--- config.mk ---
export PLATFORM = sky130hd
export DESIGN_NAME = capcmp_timer
export DESIGN_NICKNAME = d
export VERILOG_FILES = /design/src/rtl/capcmp_timer_pkg.sv /design/src/rtl/ccmp_pin_sync.sv /design/src/rtl/ccmp_tick_gen.sv /design/src/rtl/capcmp_timer.sv
export SDC_FILE = /design/constraint.sdc
export NUM_CORES = 1
export LEC_CHECK = 0
export CAP_MARGIN = 40
export CORE_MARGIN = 2
export CORE_UTILIZATION = 40
export DETAILED_ROUTE_END_ITERATION = 12
export PLACE_DENSITY = 0.67
export SETUP_SLACK_MARGIN = 0.2
export SKIP_CTS_REPAIR_TIMING = 1
export SKIP_LAST_GASP = 1
export SLEW_MARGIN = 20
export SYNTH_ARGS = -nofsm -noshare
export SYNTH_HDL_FRONTEND = slang
export SYNTH_SLANG_ARGS = --single-unit
--- constraint.sdc ---
create_clock -name clk_i -period 4.9 [get_ports clk_i]
set_clock_uncertainty 0.05 [all_clocks]
set_input_delay 0.49 -clock clk_i [delete_from_list [all_inputs] [get_ports clk_i]]
set_output_delay 0.49 -clock clk_i [all_outputs]
set_load 0.02 [all_outputs]
--- src/rtl/capcmp_timer_pkg.sv ---
package capcmp_timer_pkg;

  localparam int unsigned MODE_W = 16;
  localparam int unsigned PSC_W  = 8;
  localparam int unsigned ADDR_W = 3;

  typedef enum logic [1:0] {
    CLK_STOP  = 2'b00,
    CLK_SYS   = 2'b01,
    CLK_SYS16 = 2'b10,
    CLK_PIN   = 2'b11
  } clk_sel_e;

  typedef enum logic [1:0] {
    CAP_OFF  = 2'b00,
    CAP_RISE = 2'b01,
    CAP_FALL = 2'b10,
    CAP_BOTH = 2'b11
  } cap_edge_e;

  // field order follows bit positions 15..0
  typedef struct packed {
    logic [PSC_W-1:0] psc;
    cap_edge_e        cap_edge;
    logic             toggle;
    logic             ref_req_en;
    logic             restart;
    clk_sel_e         clk_sel;
    logic             run;
  } mode_t;

  localparam logic [ADDR_W-1:0] A_MODE  = 3'd0;
  localparam logic [ADDR_W-1:0] A_REF   = 3'd1;
  localparam logic [ADDR_W-1:0] A_CAP   = 3'd2;
  localparam logic [ADDR_W-1:0] A_CNT   = 3'd3;
  localparam logic [ADDR_W-1:0] A_EVT   = 3'd4;
  localparam logic [ADDR_W-1:0] A_ROUTE = 3'd5;

endpackage

--- src/rtl/ccmp_pin_sync.sv ---
module ccmp_pin_sync #(
  parameter int unsigned STAGES = 2
) (
  input  logic clk_i,
  input  logic rst_ni,
  input  logic pin_i,
  output logic rise_o,
  output logic fall_o
);

  logic [STAGES-1:0] sync_q;
  logic              last_q;

  for (genvar g = 0; g < STAGES; g++) begin : g_sync
    always_ff @(posedge clk_i or negedge rst_ni) begin
      if (!rst_ni) sync_q[g] <= 1'b0;
      else         sync_q[g] <= (g == 0) ? pin_i : sync_q[(g == 0) ? 0 : g-1];
    end
  end

  always_ff @(posedge clk_i or negedge rst_ni) begin
    if (!rst_ni) last_q <= 1'b0;
    else         last_q <= sync_q[STAGES-1];
  end

  assign rise_o = sync_q[STAGES-1] & ~last_q;
  assign fall_o = ~sync_q[STAGES-1] & last_q;

  AST_RISE_SINGLE: assert property (@(posedge clk_i) disable iff (!rst_ni)
    rise_o |=> !rise_o);
  AST_FALL_SINGLE: assert property (@(posedge clk_i) disable iff (!rst_ni)
    fall_o |=> !fall_o);

endmodule

--- src/rtl/ccmp_tick_gen.sv ---
module ccmp_tick_gen
  import capcmp_timer_pkg::*;
#(
  parameter int unsigned PS_W     = 8,
  parameter int unsigned SLOW_DIV = 16
) (
  input  logic            clk_i,
  input  logic            rst_ni,
  input  logic            run_i,
  input  clk_sel_e        clk_sel_i,
  input  logic [PS_W-1:0] psc_i,
  input  logic            pin_fall_i,
  output logic            tick_o
);

  localparam int unsigned SLOW_W = (SLOW_DIV > 1) ? $clog2(SLOW_DIV) : 1;
  localparam logic [SLOW_W-1:0] SLOW_LAST = SLOW_W'(SLOW_DIV - 1);

  logic [SLOW_W-1:0] slow_q;
  logic [PS_W-1:0]   psc_q;
  logic              slow_stb, src_stb;

  always_ff @(posedge clk_i or negedge rst_ni) begin
    if (!rst_ni)                slow_q <= '0;
    else if (!run_i)            slow_q <= '0;
    else if (slow_q == SLOW_LAST) slow_q <= '0;
    else                        slow_q <= slow_q + 1'b1;
  end

  assign slow_stb = run_i && (slow_q == SLOW_LAST);

  always_comb begin
    unique case (clk_sel_i)
      CLK_SYS:   src_stb = run_i;
      CLK_SYS16: src_stb = slow_stb;
      CLK_PIN:   src_stb = run_i && pin_fall_i;
      default:   src_stb = 1'b0;
    endcase
  end

  always_ff @(posedge clk_i or negedge rst_ni) begin
    if (!rst_ni)            psc_q <= '0;
    else if (!run_i)        psc_q <= '0;
    else if (src_stb) begin
      if (psc_q == psc_i)   psc_q <= '0;
      else                  psc_q <= psc_q + 1'b1;
    end
  end

  assign tick_o = src_stb && (psc_q == psc_i);

  AST_PRESCALE_GAP: assert property (@(posedge clk_i) disable iff (!rst_ni)
    (tick_o && psc_i != '0) |=> !tick_o);

endmodule

--- src/rtl/capcmp_timer.sv ---
module capcmp_timer
  import capcmp_timer_pkg::*;
#(
  parameter int unsigned CNT_W       = 32,
  parameter int unsigned DATA_W      = 32,
  parameter int unsigned SLOW_DIV    = 16,
  parameter int unsigned SYNC_STAGES = 2
) (
  input  logic              clk_i,
  input  logic              rst_ni,
  input  logic              wr_en_i,
  input  logic [ADDR_W-1:0] addr_i,
  input  logic [DATA_W-1:0] wdata_i,
  output logic [DATA_W-1:0] rdata_o,
  input  logic              tmr_pin_i,
  output logic              tmr_pin_o,
  output logic              irq_o,
  output logic              dma_req_o
);

  mode_t            mode_q, mode_wr, mode_d;
  logic [CNT_W-1:0] ref_q, cap_q, cnt_q, cnt_inc;
  logic             ref_flag_q, cap_flag_q, route_dma_q, out_q;
  logic             wr_mode, wr_ref, wr_evt, wr_route, run_fall;
  logic             tick, hit, cap_stb, pin_rise, pin_fall;
  logic             clr_ref, clr_cap, evt_req;

  assign wr_mode  = wr_en_i && (addr_i == A_MODE);
  assign wr_ref   = wr_en_i && (addr_i == A_REF);
  assign wr_evt   = wr_en_i && (addr_i == A_EVT);
  assign wr_route = wr_en_i && (addr_i == A_ROUTE);
  assign mode_wr  = mode_t'(wdata_i[MODE_W-1:0]);
  assign run_fall = wr_mode && mode_q.run && !mode_wr.run;
  assign clr_ref  = wr_evt && wdata_i[0];
  assign clr_cap  = wr_evt && wdata_i[1];

  // a mode write while running always stops the source
  always_comb begin
    mode_d = mode_wr;
    if (mode_q.run) mode_d.clk_sel = CLK_STOP;
  end

  always_ff @(posedge clk_i or negedge rst_ni) begin
    if (!rst_ni) begin
      mode_q      <= '0;
      route_dma_q <= 1'b0;
    end else begin
      if (wr_mode)  mode_q      <= mode_d;
      if (wr_route) route_dma_q <= wdata_i[0];
    end
  end

  ccmp_pin_sync #(.STAGES(SYNC_STAGES)) i_pin_sync (
    .clk_i  (clk_i),
    .rst_ni (rst_ni),
    .pin_i  (tmr_pin_i),
    .rise_o (pin_rise),
    .fall_o (pin_fall)
  );

  ccmp_tick_gen #(.PS_W(PSC_W), .SLOW_DIV(SLOW_DIV)) i_tick_gen (
    .clk_i      (clk_i),
    .rst_ni     (rst_ni),
    .run_i      (mode_q.run),
    .clk_sel_i  (mode_q.clk_sel),
    .psc_i      (mode_q.psc),
    .pin_fall_i (pin_fall),
    .tick_o     (tick)
  );

  assign cnt_inc = cnt_q + CNT_W'(1);
  assign hit     = tick && (cnt_inc == ref_q);

  always_comb begin
    unique case (mode_q.cap_edge)
      CAP_RISE: cap_stb = pin_rise;
      CAP_FALL: cap_stb = pin_fall;
      CAP_BOTH: cap_stb = pin_rise | pin_fall;
      default:  cap_stb = 1'b0;
    endcase
    cap_stb = cap_stb && mode_q.run;
  end

  always_ff @(posedge clk_i or negedge rst_ni) begin
    if (!rst_ni)                       cnt_q <= '0;
    else if (run_fall || !mode_q.run)  cnt_q <= '0;
    else if (hit)                      cnt_q <= mode_q.restart ? '0 : cnt_inc;
    else if (tick)                     cnt_q <= cnt_inc;
  end

  always_ff @(posedge clk_i or negedge rst_ni) begin
    if (!rst_ni) begin
      ref_q      <= '0;
      cap_q      <= '0;
      ref_flag_q <= 1'b0;
      cap_flag_q <= 1'b0;
    end else if (run_fall) begin
      ref_q      <= '0;
      cap_q      <= '0;
      ref_flag_q <= 1'b0;
      cap_flag_q <= 1'b0;
    end else begin
      if (wr_ref)  ref_q <= wdata_i[CNT_W-1:0];
      if (cap_stb) cap_q <= cnt_q;
      ref_flag_q <= hit     | (ref_flag_q & ~clr_ref);
      cap_flag_q <= cap_stb | (cap_flag_q & ~clr_cap);
    end
  end

  always_ff @(posedge clk_i or negedge rst_ni) begin
    if (!rst_ni)             out_q <= 1'b1;
    else if (!mode_q.run)    out_q <= 1'b1;
    else if (mode_q.toggle)  out_q <= out_q ^ hit;
    else                     out_q <= ~hit;
  end

  assign tmr_pin_o = out_q;
  assign evt_req   = (ref_flag_q && mode_q.ref_req_en) || cap_flag_q;
  assign irq_o     = evt_req && !route_dma_q;
  assign dma_req_o = evt_req && route_dma_q;

  always_comb begin
    unique case (addr_i)
      A_MODE:  rdata_o = DATA_W'(mode_q);
      A_REF:   rdata_o = DATA_W'(ref_q);
      A_CAP:   rdata_o = DATA_W'(cap_q);
      A_CNT:   rdata_o = DATA_W'(cnt_q);
      A_EVT:   rdata_o = DATA_W'({cap_flag_q, ref_flag_q});
      A_ROUTE: rdata_o = DATA_W'(route_dma_q);
      default: rdata_o = '0;
    endcase
  end

  AST_HELD_IN_RESET: assert property (@(posedge clk_i) disable iff (!rst_ni)
    !mode_q.run |-> cnt_q == '0);
  AST_CLK_FORCED_STOP: assert property (@(posedge clk_i) disable iff (!rst_ni)
    $past(wr_mode && mode_q.run) |-> mode_q.clk_sel == CLK_STOP);
  AST_REF_FLAG_SRC: assert property (@(posedge clk_i) disable iff (!rst_ni)
    $rose(ref_flag_q) |-> $past(hit));
  AST_PULSE_ONE_CYCLE: assert property (@(posedge clk_i) disable iff (!rst_ni)
    ($past(!mode_q.toggle) && !out_q) |-> $past(hit));
  AST_TOGGLE_ON_HIT: assert property (@(posedge clk_i) disable iff (!rst_ni)
    ($past(mode_q.toggle && mode_q.run) && out_q != $past(out_q)) |-> $past(hit));
  AST_CAP_FLAG_SRC: assert property (@(posedge clk_i) disable iff (!rst_ni)
    $rose(cap_flag_q) |-> $past(cap_stb));

endmodule

==> results.cfg, run 1 <==
[grt]
gr-total-overflow = 0
grt_usage_pct = 21.2
grt_pass1_wl_mm = 36.0
grt_antenna_before_repair = 0
grt_pass1_vias = 6443
grt_start_max_net_pins = 67

[place]
hpwl_mm = 16.1
place_congestion = 0.944
port-buffer-count = 73

[sta]
slew_headroom_pct = 50.0
period_needed_ns = 4.24
fin_tns_setup_ns = 0
hold_viol = 0
fmaxAchievable_ghz = 0.236
setup_viol = 0
whs_ns = 0.300
report.final.slew_viol_count = 0
tightest_slew_ns = 0.750
rsz0062_at_grt = false
min_period_over_period_pct = 86.5

[route]
wl_met1_mm = 10.4
antenna_left = 0
drc = 0
drt-pass1-iter-count = 5
wl_met2_mm = 10.6
vias = 6968
wire_per_inst_um = 18.3
wl_mm = 22.6
drt_iter0_drc = 601
wl_met3_mm = 1.27
top_layer = met4
vias_per_cell = 5.65

[critical_path]
worst_setup_path_start_kind = flip-flop
crit_type = flip-flop to flip-flop
endpoint_kind = flip-flop
cp_data_arrival_time_ns = 4.50
required_ns = 5.16
cp_max_fo = 28

[synthesis]
synth_xor_area_share_pct = 7.46
syn_nets = 952
ys_ff_latch = 131
synth_top_flop_cell = dfrtp_1
avgSynthCellArea_sq_um = 8.91
yosys_warnings = 0
netlist_area_sq_um = 8090
synth-adder-area-share_pct = 0.774
synth_edf_count = 0
yosys.area.top_type_share_pct = 40.2
synth_simple_gate_area_share_pct = 24.4
yosysSeqAreaShare_pct = 40.6
synthArstFlopShare_pct = 100
synth_cell_type_count = 65
synthMuxAreaShare_pct = 11.0
ys_top_cells_by_area = dfrtp_1 (40%), nand2_1 (7.3%), xnor2_1 (4.9%), mux2i_1 (4.5%), mux4_2 (4.2%)
synth_compound_area_share_pct = 10.8
syn_inst = 908
synth_top_family_by_area = simple AND/OR/NAND/NOR gates
yosys.area.top_type = dfrtp_1

[floorplanning]
io_pins = 74
die_h_um = 146
rows = 52
initial_core_util_pct = 40.4
core_area_sq_um = 20000
dieArea_sq_um = 21400
chipWidth_um = 146

[power]
p_int_mw = 2.35
p_leak_nw = 3.92
seqPwrFrac_pct = 40.3
switching_share_pct = 29.7
pwr-share-comb_pct = 21.1
peakVddDrop_uv = 217
p_sw_mw = 0.990
clkPwrFrac_pct = 38.6
p_per_area_nw_per_um2 = 345

[clock_tree]
cts-root-buf = clkbuf_16
clock_sinks = 131
clock_path_buffers = 2
cts_tree = built
clk_pin_slew_ns = 0.06
numCtsBuffers = 17
htree_levels = 4
worstSkewPairLatency_ns = 0.42

[finish]
fin_nets = 995
fillers = 1906
drive_gt1_share_pct = 11.3
diodes = 0
area_delta_synth_final_pct = 19.5

[min_path]
hold_class = flip-flop to flip-flop

[run_status]
status = finished clean

[flow_run]
maxCapViolCount = 0
metal layers:
| metal | up-vias | GRT usage, % |
|---|---|---|
| met5 | - | 0 |
| met4 | 0 | 5.97 |
| met3 | 21 | 3.62 |
| met2 | 219 | 32.9 |
| met1 | 3462 | 30.6 |
| li1 | 3266 | - |
flip-flops by register name (all words and copies together), names as in the netlist, 2 cells and up:
register / count
cap_q: 32
cnt_q: 32
i_pin_sync.sync_q: 2
i_tick_gen.psc_q: 8
i_tick_gen.slow_q: 4
mode_q: 16
ref_q: 32
through the flow:
step / util, % / cell area, sq um / total power [mW] / worst slack [ns] / instances
floorplan: - / 8090 / 1.77 / 1.58 / 908
global placement: 44.8 / 8980 / 2.04 / 0.907 / 1196
detailed placement: 45.1 / 9030 / 2.06 / 0.743 / 1200
CTS: 48.1 / 9630 / 3.34 / 0.712 / 1231
global route: 48.2 / 9660 / 3.48 / 0.328 / 1233
finish: 48.2 / 9660 / 3.33 / 0.661 / 1233
cell families after synthesis:
family                   Yosys count
AO/OA/AOI/OAI                    140
adder cells (fa/ha/maj)            5
XOR/XNOR                          68
flip-flops                       131
buffers and inverters             95
multiplexers                      68
AND/OR/NAND/NOR                  401
cell type report:
cell class | instances | area, sq um | area share [%]
Tap cell | 270 | 338 | 3.50
Inverter | 24 | 90.1 | 0.932
Clock inverter | 7 | 97.6 | 1.01
Timing Repair Buffer | 95 | 922 | 9.54
Multi-Input combinational cell | 682 | 4430 | 45.9
Sequential cell | 131 | 3280 | 33.9
Clock buffer | 24 | 502 | 5.19
path summary, 6_finish.rpt:
kind                                   endpoint            startpoint  slack (ns)  depth (start not counted)
max in group asynchronous              cnt_q[4]                rst_ni        3.38                          3
hold / removal             i_pin_sync.sync_q[1]  i_pin_sync.sync_q[0]        0.30                          0
setup reg to reg                      cnt_q[16]              cnt_q[0]        0.66                         10
hold reg to reg            i_pin_sync.sync_q[1]  i_pin_sync.sync_q[0]        0.30                          0
min in group asynchronous  i_tick_gen.slow_q[2]                rst_ni        0.52                          2
setup / recovery                      cnt_q[16]              cnt_q[0]        0.66                         10
critical path, cell delays in order, from the launching register on:
cell,delay (ns)
dfrtp_1,0.52
ha_1,0.33
nand4_1,0.30
or4_1,0.59
nor4_1,0.52
xnor2_1,0.18
o2111ai_1,0.17
nor4b_2,0.38
nand4_4,0.46
and3_4,0.40
a31o_1,0.21
power groups by stage:
stage               registers [mW]  logic, mW  clock network [mW]
floorplan                     1.30      0.469                   0
global placement              1.35      0.685                   0
detailed placement            1.36      0.698                   0
CTS                           1.34      0.702                1.30
global route                  1.36      0.765                1.35
finish                        1.34      0.703                1.29
cell usage in the layout (no fill, tap or decap), types with 3 or more instances in the layout:
cell / synthesis / routed
a22o_1: 3 / 3
mux2_2: 17 / 17
nor3_2: 1 / 4
nand3b_1: 4 / 4
nor3_1: 17 / 14
nand3_1: 25 / 25
clkbuf_8: 0 / 5
o22ai_1: 15 / 15
nor4_2: 3 / 3
and4_1: 4 / 4
clkbuf_16: 0 / 17
ha_1: 5 / 5
mux2i_1: 36 / 36
and4b_1: 3 / 3
and3_1: 11 / 11
clkdlybuf4s50_1: 0 / 70
xor2_1: 22 / 22
dfrtp_1: 130 / 130
nor4_1: 15 / 15
o21ai_0: 21 / 21
a22oi_1: 16 / 16
nand2b_1: 8 / 8
mux4_2: 15 / 15
nand2_1: 157 / 157
inv_1: 23 / 23
o2111ai_1: 3 / 3
xnor2_1: 45 / 45
nor2b_1: 23 / 23
nor2_1: 85 / 83
nand4_1: 20 / 20
a31oi_1: 14 / 14
and2_1: 3 / 3
buf_4: 0 / 19
a21oi_1: 45 / 45
or3_1: 6 / 6
Yosys cell counts, types with 3 or more instances:
library cell	number
nand2_1	157
dfrtp_1	130
nor2_1	85
clkbuf_1	51
a21oi_1	45
xnor2_1	45
mux2i_1	36
nand3_1	25
inv_1	23
nor2b_1	23
xor2_1	22
o21ai_0	21
nand4_1	20
mux2_2	17
nor3_1	17
a22oi_1	16
mux4_2	15
nor4_1	15
o22ai_1	15
a31oi_1	14
and3_1	11
buf_1	8
nand2b_1	8
buf_2	7
or3_1	6
buf_6	5
ha_1	5
and4_1	4
nand3b_1	4
a22o_1	3
and2_1	3
and4b_1	3
nor4_2	3
o2111ai_1	3
(Power assumes the default switching activity.)
==> run 2, diff against run 1 <==
--- a/config.mk
+++ b/config.mk
@@ -6,11 +6,13 @@
 export NUM_CORES = 1
 export LEC_CHECK = 0
 export CAP_MARGIN = 40
+export CORE_ASPECT_RATIO = 1.2
 export CORE_MARGIN = 2
 export CORE_UTILIZATION = 40
 export DETAILED_ROUTE_END_ITERATION = 12
-export PLACE_DENSITY = 0.67
-export SETUP_SLACK_MARGIN = 0.2
+export DONT_BUFFER_PORTS = 1
+export PLACE_DENSITY = 0.62
+export SETUP_SLACK_MARGIN = 0.05
 export SKIP_CTS_REPAIR_TIMING = 1
 export SKIP_LAST_GASP = 1
 export SLEW_MARGIN = 20
==> run 2 against run 1 <==
The flow now finishes with violations (negative hold slack). Power is essentially flat. Worst hold slack lost 0.33 ns. Critical path depth is the same. Fmax grew 1.4%. Wire length grew 1.4%. Largest cell class unchanged. Largest power group is now clock.
==> results.cfg, run 2 (synthesis gave the netlist of run 1 again) <==
[run_status]
status = complete, but fails checks
violations = negative hold slack

[route]
vias = 6728
antenna_left = 0
vias_per_cell = 5.87
drt_iter0_drc = 494
drc = 0
wl_mm = 22.9
drt-pass1-iter-count = 5
wire_per_inst_um = 20.0

[place]
place_congestion = 0.931
port-buffer-count = 0
hpwl_mm = 16.0

[sta]
rsz0062_at_grt = false
report.final.slew_viol_count = 0
setup_viol = 0
whs_ns = -0.0274
fin_tns_setup_ns = 0
tightest_slew_ns = 0.806
min_period_over_period_pct = 85.3
fmaxAchievable_ghz = 0.239
slew_headroom_pct = 46.1
hold_viol = 25
period_needed_ns = 4.18

[floorplanning]
core_area_sq_um = 19700
dieArea_sq_um = 21400
initial_core_util_pct = 41.1
die_h_um = 160
io_pins = 74
chipWidth_um = 134
rows = 56

[power]
switching_share_pct = 30.4
p_per_area_nw_per_um2 = 374
seqPwrFrac_pct = 40.1
p_leak_nw = 3.63
pwr-share-comb_pct = 18.0
p_int_mw = 2.32
clkPwrFrac_pct = 41.8
peakVddDrop_uv = 278
p_sw_mw = 1.01

[grt]
grt_antenna_before_repair = 0
gr-total-overflow = 0
grt_usage_pct = 22.0
grt_pass1_wl_mm = 37.1
grt_pass1_vias = 6628
grt_start_max_net_pins = 132

[finish]
fin_util_pct = 45.3
area_delta_synth_final_pct = 10.3
final_cell_mix = nand2_1 (157), dfrtp_1 (130), nor2_1 (82)
layout_commonest_cell = nand2_1
biggestRegsByFlops = cap_q: 32 flops, cnt_q: 32 flops, ref_q: 32 flops
diodes = 0
fin_nets = 916
drive_gt1_share_pct = 11.9

[critical_path]
cp_max_fo = 28
cp_data_arrival_time_ns = 4.46
crit_type = flip-flop to flip-flop
endpoint_kind = flip-flop
worst_setup_path_start_kind = flip-flop
required_ns = 5.18

[flow_run]
maxCapViolCount = 0

[clock_tree]
clock_path_buffers = 2
htree_levels = 4
clock_sinks = 131
clk_pin_slew_ns = 0.06
numCtsBuffers = 17
cts_tree = built
worstSkewPairLatency_ns = 0.44
cts-root-buf = clkbuf_16

[min_path]
hold_class = input pin to asynchronous set/reset pin
run 2: final timing paths:
kind / slack [ns] / startpoint / depth (start not counted) / to
setup / recovery: 0.72 / cnt_q[0] / 10 / cnt_q[14]
max in group asynchronous: 4.31 / rst_ni / 1 / cnt_q[20]
hold reg to reg: 0.31 / i_pin_sync.sync_q[0] / 0 / i_pin_sync.sync_q[1]
hold / removal: -0.03 / rst_ni / 1 / i_tick_gen.slow_q[0]
setup reg to reg: 0.72 / cnt_q[0] / 10 / cnt_q[14]
min in group clk_i: 0.03 / tmr_pin_i / 0 / i_pin_sync.sync_q[0]
run 2: power groups by stage:
stage	clock network [mW]	logic, mW	registers, mW
global placement	0	0.560	1.35
finish	1.39	0.602	1.34
CTS	1.40	0.577	1.34
floorplan	0	0.469	1.30
global route	1.46	0.665	1.35
detailed placement	0	0.574	1.35
run 2: critical path, stage by stage, from the launching register on:
cell and delay [ns]:
dfrtp_1 0.51, ha_1 0.33, nand4_1 0.30, or4_1 0.57, nor4_1 0.49, xnor2_1 0.18, o2111ai_1 0.18, nor4b_2 0.38
nand4_4 0.45, and3_4 0.40, a31o_1 0.22
run 2: layer usage:
metal / vias up / routed length (um) / global-route usage [%] / part of all wire [%]
met3: 42 / 1400 / 4.63 / 6.1
li1: 3095 / - / - / -
met2: 241 / 11200 / 36.5 / 49
met5: - / 0 / 0 / 0
met4: 0 / 600 / 7.88 / 2.6
met1: 3350 / 9710 / 28.4 / 42
run 2: layout make-up:
| type | instances | area, sq um |
|---|---|---|
| timing repair buffer | 16 | 151 |
| multi-input combinational | 682 | 4440 |
| clock buffer | 18 | 429 |
| clock inverter | 14 | 200 |
| fill | 1906 | 10800 |
| tap | 261 | 327 |
| sequential | 131 | 3280 |
| inverter | 24 | 90.1 |
run 2: through the flow:
stage               cells  area [sq um]  power [mW]  setup WS (ns)
finish               1146          8920        3.33          0.721
global route         1146          8920        3.48          0.363
CTS                  1145          8890        3.32          0.747
detailed placement   1113          8260        1.93          0.730
global placement     1109          8220        1.91          0.895
floorplan             908          8090        1.77           1.58
==> run 3, diff against run 2 <==
==> constraint.sdc (replaced) <==
create_clock -name clk_i -period 4.55 [get_ports clk_i]
set_clock_uncertainty 0.05 [all_clocks]
set_input_delay 0.455 -clock clk_i [delete_from_list [all_inputs] [get_ports clk_i]]
set_output_delay 0.455 -clock clk_i [all_outputs]
set_load 0.02 [all_outputs]
==> run 3 against run 2 <==
Sequential share of layout area grew 0.093 points. Core utilization fell by 0.11 points. The run still ends with negative hold slack left. Critical endpoint is now cnt_q[7]. Final cell count increased by 0.35%.
==> results.cfg, run 3 (synthesis gave the netlist of run 1 again) <==
[route]
antenna_left = 0
wire_per_inst_um = 19.9
drc = 0
vias = 6658
drt_iter0_drc = 340
wl_mm = 22.9
vias_per_cell = 5.79
drt-pass1-iter-count = 5

[power]
seqPwrFrac_pct = 41.7
peakVddDrop_uv = 270
switching_share_pct = 30.0
p_per_area_nw_per_um2 = 388
p_leak_nw = 3.63
clkPwrFrac_pct = 39.6
pwr-share-comb_pct = 18.6
p_sw_mw = 1.03
p_int_mw = 2.42

[grt]
gr-total-overflow = 0
grt_usage_pct = 21.7
grt_pass1_vias = 6442
grt_pass1_wl_mm = 36.5
grt_start_max_net_pins = 132
grt_antenna_before_repair = 0

[critical_path]
required_ns = 4.79
worst_setup_path_start_kind = flip-flop
crit_type = flip-flop to flip-flop
endpoint_kind = flip-flop
cp_max_fo = 15
cp_data_arrival_time_ns = 4.27

[sta]
tightest_slew_ns = 0.829
setup_viol = 0
timing.final.ws_setup_ns = 0.522
slew_headroom_pct = 44.2
fmaxAchievable_ghz = 0.248
rsz0062_at_grt = false
period_needed_ns = 4.03
fin_tns_setup_ns = 0
whs_ns = -0.0463
report.final.slew_viol_count = 0
min_period_over_period_pct = 88.5
hold_viol = 52

[flow_run]
maxCapViolCount = 0

[finish]
area_delta_synth_final_pct = 9.98
final_cell_mix = nand2_1 (157), dfrtp_1 (130), nor2_1 (82)
diodes = 0
fin_nets = 920
fin_util_pct = 45.2
drive_gt1_share_pct = 11.9
layout_commonest_cell = nand2_1
finalInstanceArea_sq_um = 8890
biggestRegsByFlops = cap_q: 32 flops, cnt_q: 32 flops, ref_q: 32 flops

[clock_tree]
clock_sinks = 131
clock_path_buffers = 2
cts-root-buf = clkbuf_16
numCtsBuffers = 17
htree_levels = 4
cts_tree = built
clk_pin_slew_ns = 0.06
worstSkewPairLatency_ns = 0.42

[floorplanning]
die_h_um = 160
chipWidth_um = 134
dieArea_sq_um = 21400
rows = 56
initial_core_util_pct = 41.1
core_area_sq_um = 19700
io_pins = 74

[place]
placed_area_sq_um = 8280
place_ws_ns = 0.569
port-buffer-count = 0
hpwl_mm = 15.8
place_congestion = 0.890

[min_path]
hold_class = input pin to asynchronous set/reset pin

[run_status]
status = complete, but fails checks
violations = negative hold slack
-- run 3: cell types whose count changed in the layout (fill, tap and decap cells not counted), moves of 2 or more --
cell	delta
clkinvlp_4	-2
buf_4	+4
clkbuf_8	+3
clkinv_2	+5
inv_6	-5
bufinv_16	-2
-- run 3: worst max-delay path: stages, from the launching register on --
cell and delay [ns]:
dfrtp_1 0.51, ha_1 0.33, nand4_1 0.31, or4_1 0.59
nor4_1 0.46, xnor2_1 0.18, o2111ai_1 0.16, nor4b_2 0.38
nand4_4 0.29, buf_4 0.28, nand3_4 0.21, o22ai_1 0.13
-- run 3: metrics by stage --
stage | std cells | power, mW
after floorplan | 908 | 1.91
after global placement | 1112 | 2.05
after CTS | 1148 | 3.45
after global routing | 1150 | 3.61
final | 1150 | 3.45
after detailed placement | 1116 | 2.07
-- run 3: power by group through the flow --
| stage | combinational (mW) | sequential, mW | clock (mW) |
|---|---|---|---|
| after global placement | 0.603 | 1.45 | 0 |
| final | 0.643 | 1.44 | 1.37 |
| after global routing | 0.713 | 1.46 | 1.44 |
| after floorplan | 0.505 | 1.40 | 0 |
| after detailed placement | 0.616 | 1.46 | 0 |
| after CTS | 0.621 | 1.44 | 1.39 |
-- run 3: layout make-up --
class / instances / area, sq um
Timing Repair Buffer: 20 / 180
Inverter: 24 / 90.1
Fill cell: 1932 / 10800
Multi-Input combinational cell: 682 / 4440
Clock inverter: 10 / 106
Sequential cell: 131 / 3280
Tap cell: 261 / 327
Clock buffer: 22 / 474
-- run 3: path summary, 6_finish.rpt --
path	cells past startpoint	slack, ns	to	from
min in group clk_i	2	0.09	mode_q[7]	wdata_i[7]
max in group asynchronous	1	3.93	cnt_q[30]	rst_ni
min	1	-0.05	i_pin_sync.last_q	rst_ni
max reg2reg	11	0.52	cnt_q[7]	cnt_q[0]
min reg2reg	0	0.31	i_pin_sync.sync_q[1]	i_pin_sync.sync_q[0]
max	11	0.52	cnt_q[7]	cnt_q[0]
-- run 3: per-layer routing --
| layer | track usage [%] | vias to the layer above | wire (um) |
|---|---|---|---|
| li1 | - | 3098 | - |
| met1 | 28.3 | 3313 | 9970 |
| met2 | 35.5 | 204 | 11100 |
| met3 | 4.25 | 43 | 1150 |
| met4 | 8.32 | 0 | 649 |
| met5 | 0 | - | 0 |
